--- src/rtl/tmr_xint_pkg.sv ---
package tmr_xint_pkg;
  localparam int unsigned NUM_TMR  = 2;
  localparam int unsigned NUM_XINT = 2;
  localparam int unsigned DATA_W   = 8;
  localparam int unsigned ADDR_W   = 8;
  localparam logic [ADDR_W-1:0] REG_ADDR = 8'h88;

  // layout: timers in the upper nibble, pins in the lower nibble
  localparam int unsigned TMR_BASE  = 4;
  localparam int unsigned XINT_BASE = 0;

  function automatic int unsigned run_pos(int unsigned i);
    return TMR_BASE + 2 * i;
  endfunction
  function automatic int unsigned ovf_pos(int unsigned i);
    return TMR_BASE + 2 * i + 1;
  endfunction
  function automatic int unsigned type_pos(int unsigned i);
    return XINT_BASE + 2 * i;
  endfunction
  function automatic int unsigned req_pos(int unsigned i);
    return XINT_BASE + 2 * i + 1;
  endfunction
endpackage

--- src/rtl/tx_sync2.sv ---
module tx_sync2 #(
  parameter int unsigned W       = 1,
  parameter logic        RST_VAL = 1'b1
) (
  input  logic         clk_i,
  input  logic         rst_ni,
  input  logic [W-1:0] d_i,
  output logic [W-1:0] q_o
);
  logic [W-1:0] s1_q, s2_q;

  always_ff @(posedge clk_i or negedge rst_ni) begin
    if (!rst_ni) begin
      s1_q <= {W{RST_VAL}};
      s2_q <= {W{RST_VAL}};
    end else begin
      s1_q <= d_i;
      s2_q <= s1_q;
    end
  end

  assign q_o = s2_q;
endmodule

--- src/rtl/tx_timer_slot.sv ---
module tx_timer_slot (
  input  logic clk_i,
  input  logic rst_ni,
  input  logic wr_en_i,
  input  logic wr_run_i,
  input  logic wr_flag_i,
  input  logic ovf_i,
  input  logic ack_i,
  output logic run_o,
  output logic flag_o
);
  logic run_q, flag_q;

  always_ff @(posedge clk_i or negedge rst_ni) begin
    if (!rst_ni) begin
      run_q  <= 1'b0;
      flag_q <= 1'b0;
    end else begin
      if (wr_en_i) run_q <= wr_run_i;
      // hardware set beats software write, write beats acknowledge
      if (ovf_i)        flag_q <= 1'b1;
      else if (wr_en_i) flag_q <= wr_flag_i;
      else if (ack_i)   flag_q <= 1'b0;
    end
  end

  assign run_o  = run_q;
  assign flag_o = flag_q;
endmodule

--- src/rtl/tx_xint_slot.sv ---
module tx_xint_slot (
  input  logic clk_i,
  input  logic rst_ni,
  input  logic wr_en_i,
  input  logic wr_type_i,
  input  logic wr_flag_i,
  input  logic pin_s_i,
  input  logic ack_i,
  output logic edge_mode_o,
  output logic flag_o
);
  logic prev_q, type_q, flag_q, fall;

  assign fall = prev_q & ~pin_s_i;

  always_ff @(posedge clk_i or negedge rst_ni) begin
    if (!rst_ni) begin
      prev_q <= 1'b1;
      type_q <= 1'b0;
      flag_q <= 1'b0;
    end else begin
      prev_q <= pin_s_i;
      if (wr_en_i) type_q <= wr_type_i;
      if (!type_q)      flag_q <= ~pin_s_i;
      else if (fall)    flag_q <= 1'b1;
      else if (wr_en_i) flag_q <= wr_flag_i;
      else if (ack_i)   flag_q <= 1'b0;
    end
  end

  assign edge_mode_o = type_q;
  assign flag_o      = flag_q;
endmodule

--- src/rtl/tmr_xint_ctrl.sv ---
module tmr_xint_ctrl
  import tmr_xint_pkg::*;
(
  input  logic              clk_i,
  input  logic              rst_ni,
  input  logic [ADDR_W-1:0] bus_addr_i,
  input  logic              bus_we_i,
  input  logic [DATA_W-1:0] bus_wdata_i,
  output logic [DATA_W-1:0] bus_rdata_o,
  input  logic [NUM_TMR-1:0]  tmr_ovf_i,
  input  logic [NUM_TMR-1:0]  tmr_ack_i,
  input  logic [NUM_XINT-1:0] xint_n_i,
  input  logic [NUM_XINT-1:0] xint_ack_i,
  output logic [NUM_TMR-1:0]  tmr_run_o,
  output logic [NUM_TMR-1:0]  ovf_flag_o,
  output logic [NUM_XINT-1:0] xint_req_o
);
  logic                reg_wr;
  logic [NUM_XINT-1:0] pin_sync;
  logic [NUM_XINT-1:0] xint_type;
  logic [DATA_W-1:0]   reg_view;

  assign reg_wr = bus_we_i && (bus_addr_i == REG_ADDR);

  tx_sync2 #(.W(NUM_XINT), .RST_VAL(1'b1)) u_sync (
    .clk_i (clk_i),
    .rst_ni(rst_ni),
    .d_i   (xint_n_i),
    .q_o   (pin_sync)
  );

  for (genvar i = 0; i < NUM_TMR; i++) begin : g_tmr
    tx_timer_slot u_slot (
      .clk_i    (clk_i),
      .rst_ni   (rst_ni),
      .wr_en_i  (reg_wr),
      .wr_run_i (bus_wdata_i[run_pos(i)]),
      .wr_flag_i(bus_wdata_i[ovf_pos(i)]),
      .ovf_i    (tmr_ovf_i[i]),
      .ack_i    (tmr_ack_i[i]),
      .run_o    (tmr_run_o[i]),
      .flag_o   (ovf_flag_o[i])
    );
    assign reg_view[run_pos(i)] = tmr_run_o[i];
    assign reg_view[ovf_pos(i)] = ovf_flag_o[i];
  end

  for (genvar i = 0; i < NUM_XINT; i++) begin : g_xint
    tx_xint_slot u_slot (
      .clk_i      (clk_i),
      .rst_ni     (rst_ni),
      .wr_en_i    (reg_wr),
      .wr_type_i  (bus_wdata_i[type_pos(i)]),
      .wr_flag_i  (bus_wdata_i[req_pos(i)]),
      .pin_s_i    (pin_sync[i]),
      .ack_i      (xint_ack_i[i]),
      .edge_mode_o(xint_type[i]),
      .flag_o     (xint_req_o[i])
    );
    assign reg_view[type_pos(i)] = xint_type[i];
    assign reg_view[req_pos(i)]  = xint_req_o[i];
  end

  assign bus_rdata_o = (bus_addr_i == REG_ADDR) ? reg_view : '0;
endmodule

--- config.mk ---
export PLATFORM = sky130hd
export DESIGN_NAME = tmr_xint_ctrl
export DESIGN_NICKNAME = d
export VERILOG_FILES = /design/src/rtl/tmr_xint_pkg.sv /design/src/rtl/tx_sync2.sv /design/src/rtl/tx_timer_slot.sv /design/src/rtl/tx_xint_slot.sv /design/src/rtl/tmr_xint_ctrl.sv
export SDC_FILE = /design/constraint.sdc
export NUM_CORES = 1
export LEC_CHECK = 0
export BUFFER_PORTS_ARGS = -buffer_cell sky130_fd_sc_hd__buf_2
export CORE_MARGIN = 8
export CORE_UTILIZATION = 45
export CTS_CLUSTER_SIZE = 25
export DETAILED_ROUTE_END_ITERATION = 6
export GPL_TIMING_DRIVEN = 0
export PLACE_DENSITY_LB_ADDON = 0.3
export SYNTH_ARGS = -nofsm -noshare
export SYNTH_HDL_FRONTEND = slang
export SYNTH_HIERARCHICAL = 1
export SYNTH_SLANG_ARGS = --single-unit
--- constraint.sdc ---
create_clock -name clk_i -period 2.3 [get_ports clk_i]
set_clock_uncertainty 0.1 [all_clocks]
set_input_delay 0.46 -clock clk_i [delete_from_list [all_inputs] [get_ports clk_i]]
set_output_delay 0.46 -clock clk_i [all_outputs]
set_load 0.1 [all_outputs]
; ---- Word-level counts from Yosys, hierarchy flattened
; Cells that the tools add are included.
; W data, S select, Z words.
[totals]
register_bits = 14
latchBits = 0
mem_bits_rw = 0
romBits = 0
input_bits = 27
out_inout_bits = 14
wordCells = 37
memories = 0
[classes]
addsub = 0
mul = 0
div = 0
magnitude_cmp = 0
eq_ne = 3
shift = 0
muxes = 15
bitwise = 4
reduce_logical = 3
[op_table]
columns = op, count
row1 = $mux W1, 14
row2 = $eq A8 B8 Y1 const B, 1
row3 = $mux W8, 1
row4 = $ne A4 B4 Y1 const B, 2
row5 = $reduce_bool A3 Y1, 2
row6 = $and A1 B1 Y1, 2
row7 = $not A1 Y1, 2
row8 = $logic_and A1 B1 Y1, 1

; ---- Logic depth before layout (Yosys ltp)
[depth]
ltp_word = 5
depth_mapped = 5
depth_no_buf = 4

; ---- Cells and area by module
; Netlist, hierarchy kept.
[by_module_without_submodules]
columns = mod, instances, cells_each, area_per_inst_um2, seq_area_each_um2
row1 = tx_xint_slot, 2, 8, 126.4, 76.3
row2 = tmr_xint_ctrl, 1, 28, 214.0, 0.0
row3 = tx_timer_slot, 2, 6, 81.3, 50.0
row4 = tx_sync2, 1, 4, 105.1, 105.1

; ---- Least setup slack after synthesis
; No wires, ideal clock.
[synth_timing]
path_type = in2out
start = input port bus_addr_i[1]
end = output port bus_rdata_o[0]
t_arrival_ns = 2.298
required_time_ns = 1.740
path_slack_ns = -0.558
cell_stages = 3
path_buffers = 1
cell_sequence = or4_4 -> buf_6 -> nor3_2
[synth_via]
elab_chain_len = 2
[synth_lines]
columns = item, line_no
row1 = from (decl), tmr_xint_ctrl.sv:6  ; input logic [ADDR_W-1:0] bus_addr_i,
row2 = $eq A8 B8 Y1, tmr_xint_ctrl.sv:64  ; assign bus_rdata_o = (bus_addr_i == REG_ADDR) ? reg_view : '0;
row3 = $mux W8, tmr_xint_ctrl.sv:64
row4 = to (decl), tmr_xint_ctrl.sv:9  ; output logic [DATA_W-1:0] bus_rdata_o,
; No other way between the ends.

; ---- Worst setup path in the final report
; Ends and elaborated chain as after synthesis.

==> metrics.md <==
| Metric | Value |
|---|---|
| Status | `completed` |
| Register area | `358 um^2` |
| Post-Synthesis Cells | `60` |
| Yosys warns | `6` |
| Initial DRC Count | `1` |
| Synth-to-layout area growth | `45.0%` |
| RSZ-0062 raised after global routing | `no` |
| Layout cells sized above 1 | `70.5%` |
| VDD IR-drop max | `0.000356 V` |
| Total gr overflow | `0` |
| Starting Density | `48.2%` |
| CTS buffer count | `3` |
| Combinational Power Share | `20.8%` |
| Int Power | `0.400 mW` |
| Lkg Pwr | `0.577 nW` |
| Max transition margin | `43.2%` |
| Post CTS Setup Buffer Count | `0` |
| H-tree Lvls | `1` |
| Number of fill cells | `117` |
| Crit end category | `output port` |
| Multi-input gate area | `325 um^2` |
| DRT antenna net count | `0` |
| Via Count | `568` |
| Fmax | `443 MHz` |
| Fin cells | `121` |
| IO buf count | `40` |
| Synth Cell Area | `734 um^2` |
| Critical path launch point type | `primary input` |
| Worst EP required | `1.74 ns` |
| Clock transition at path regs | `0.08 ns` |
| Detailed-route DRC error count | `0` |
| Max stage delay cell, worst path | `or4_4` |
| Worst min path class | `primary input to flop` |
| Seq pwr share | `48.4%` |
| Worst r2r src | `g_xint[1].u_slot/edge_mode_o$_DFFE_PN0P_` |
| Final Hold Viols | `0` |
| Antenna diodes | `0` |
| Number of global-route vias before repair | `667` |
| Crit path kind | `primary input to output port` |
| Core ar. | `0.00152 mm^2` |
| Max-slew violation count | `0` |
| Largest net degree at the start of global routing | `15` |
| Post-synth cell types | `17` |
| Sequential area share after synthesis | `48.7%` |
| DR pass1 iterations | `2` |
| Global-route wire length before repair | `2890 um` |
| Top fanout value on the critical path | `9` |
| Clk buf depth | `2` |
| # nets final | `133` |
| Wire length per cell | `13.3 um` |
| Initial antenna violation count | `0` |
| Critical hold path startpoint | `xint_n_i[0]` |
| Switching Share | `28.8%` |
| Fin crit share | `98.1%` |
| Power Density | `528 mW/mm^2` |
| Clock power frac | `30.8%` |
| CP startpoint | `bus_addr_i[1]` |
| Crit-path cells | `buf_2 > or4_4 > buf_6 > nor3_4 > buf_4` |
| Final GP Congestion | `0.650` |
| Dpl cells | `116` |
| CTS tree | `done` |
| Setup violators final | `0` |
| Total track usage | `11.0%` |
| IO Pins | `41` |
| Die area | `0.00318 mm^2` |
| Worst-Margin Slew | `0.847 ns` |
| Clk_lat worst skew | `0.27 ns` |
| TritonCTS Sinks | `14` |
| Average cell area after synthesis | `12.2 um^2` |
| Syn nets | `87` |
| CTS Root Buffer Type | `clkbuf_4` |
| Synthesis-stage register bit count | `14` |
| Row count | `14` |
| Die height | `56.4 um` |
| Vias per inst | `4.69` |
| Power Total | `0.562 mW` |
| Switching pwr | `0.162 mW` |
| Max-Cap Viols | `0` |
| Critical Path AT | `1.70 ns` |
| Delay-heaviest family, CP | `simple AND/OR/NAND/NOR gates` |
| Routed wire length | `1610 um` |
| Worst path bufs/invs | `3` |
| Worst path max stage delay | `0.53 ns` |
| Die width | `56.4 um` |
| Period minus WS final | `2.26 ns` |
| Hpwl dp | `1310 um` |
cell families (layout without fill, tap and decap cells):
group	count (synthesis)	after routing	share of synthesized area [%]
AO/OA/AOI/OAI	6	6	6.13
AND/OR/NAND/NOR	19	19	24.0
flip-flops	14	14	48.7
buffers and inverters	17	62	12.9
multiplexers	4	4	8.18
power by group through the flow:
stage / clock network [mW] / registers (mW) / logic, mW
CTS: 0.181 / 0.272 / 0.118
floorplan: 0 / 0.274 / 0.0835
global placement: 0 / 0.276 / 0.115
global route: 0.188 / 0.274 / 0.125
finish: 0.173 / 0.272 / 0.117
detailed placement: 0 / 0.277 / 0.117
cell type report:
class | instances | share of cell area (%)
sequential | 14 | 33.6
multi-input combinational | 29 | 30.6
timing repair buffer | 41 | 21.6
buffer | 8 | 5.76
clock buffer | 4 | 3.41
inverter | 9 | 3.17
tap | 16 | 1.88
cell usage after synthesis, drive strengths merged:
library cell,count,share of area [%]
dfstp,6,21
o211ai,2,3.4
nor3,9,13
mux2,4,8.2
a21oi,2,1.4
nand2b,2,1.7
dfrtp,8,27
nand3,2,1.4
inv,9,4.6
buf,8,8.3
nand4bb,3,4.6
o21ai,2,1.4
nor2b,2,1.7
or4,1,1.5
flip-flops by register name, indices dropped and copies added (netlist names):
signal and cells:
g_tmr.u_slot/flag_o 2, g_xint.u_slot/prev_q 2, g_xint.u_slot/flag_o 2, g_xint.u_slot/edge_mode_o 2, u_sync/q_o 2, g_tmr.u_slot/run_o 2
u_sync/s1_q 2
placed cells by master, fill, tap and decap left out, drive strengths merged, types with 3 or more instances in the layout:
| cell | instances |
|---|---|
| buf | 48 |
| clkbuf | 4 |
| dfrtp | 8 |
| dfstp | 6 |
| inv | 9 |
| mux2 | 4 |
| nand4bb | 3 |
| nor3 | 9 |
final timing paths:
| check | end | slack, ns | depth (start not counted) |
|---|---|---|---|
| worst min-delay path | u_sync/s1_q[0]$_DFF_PN1_ | 0.18 | 1 |
| worst min register to register | u_sync/q_o[1]$_DFF_PN1_ | 0.26 | 0 |
| min in group asynchronous | g_xint[0].u_slot/edge_mode_o$_DFFE_PN0P_ | 0.51 | 2 |
| max in group asynchronous | g_xint[1].u_slot/prev_q$_DFF_PN1_ | 1.31 | 2 |
| worst max-delay path | bus_rdata_o[0] | 0.04 | 5 |
| worst max register to register | g_xint[1].u_slot/edge_mode_o$_DFFE_PN0P_ | 1.38 | 1 |
metrics by stage:
stage	util [%]	hold WS [ns]	cell area, um^2	setup TNS (ns)	setup slack [ns]
after floorplan	-	0.0644	778	-1.29	-0.161
after global placement	65.5	0.246	998	-1.50	-0.153
after detailed placement	65.5	0.249	998	-2.14	-0.218
after CTS	69.9	0.169	1060	0	0.0346
after global routing	69.9	0.158	1060	0	0.00516
final	69.9	0.178	1060	0	0.0434
repair_timing:
| action | CTS | global route |
|---|---|---|
| resized for setup | 8 | 0 |
| hold buffers | 1 | 0 |
| endpoints found under the setup margin | 8 | 0 |
| hold endpoints to repair | 8 | 0 |
metal layers:
| layer | vias up | share of wire [%] | track usage, % |
|---|---|---|---|
| met4 | 0 | 0.50 | 4.12 |
| met3 | 2 | 11 | 5.62 |
| met1 | 252 | 40 | 11.2 |
| li1 | 286 | - | - |
| met2 | 28 | 48 | 18.5 |
| met5 | - | 0 | 0 |
No activity file was read; power rests on OpenSTA's default activity.
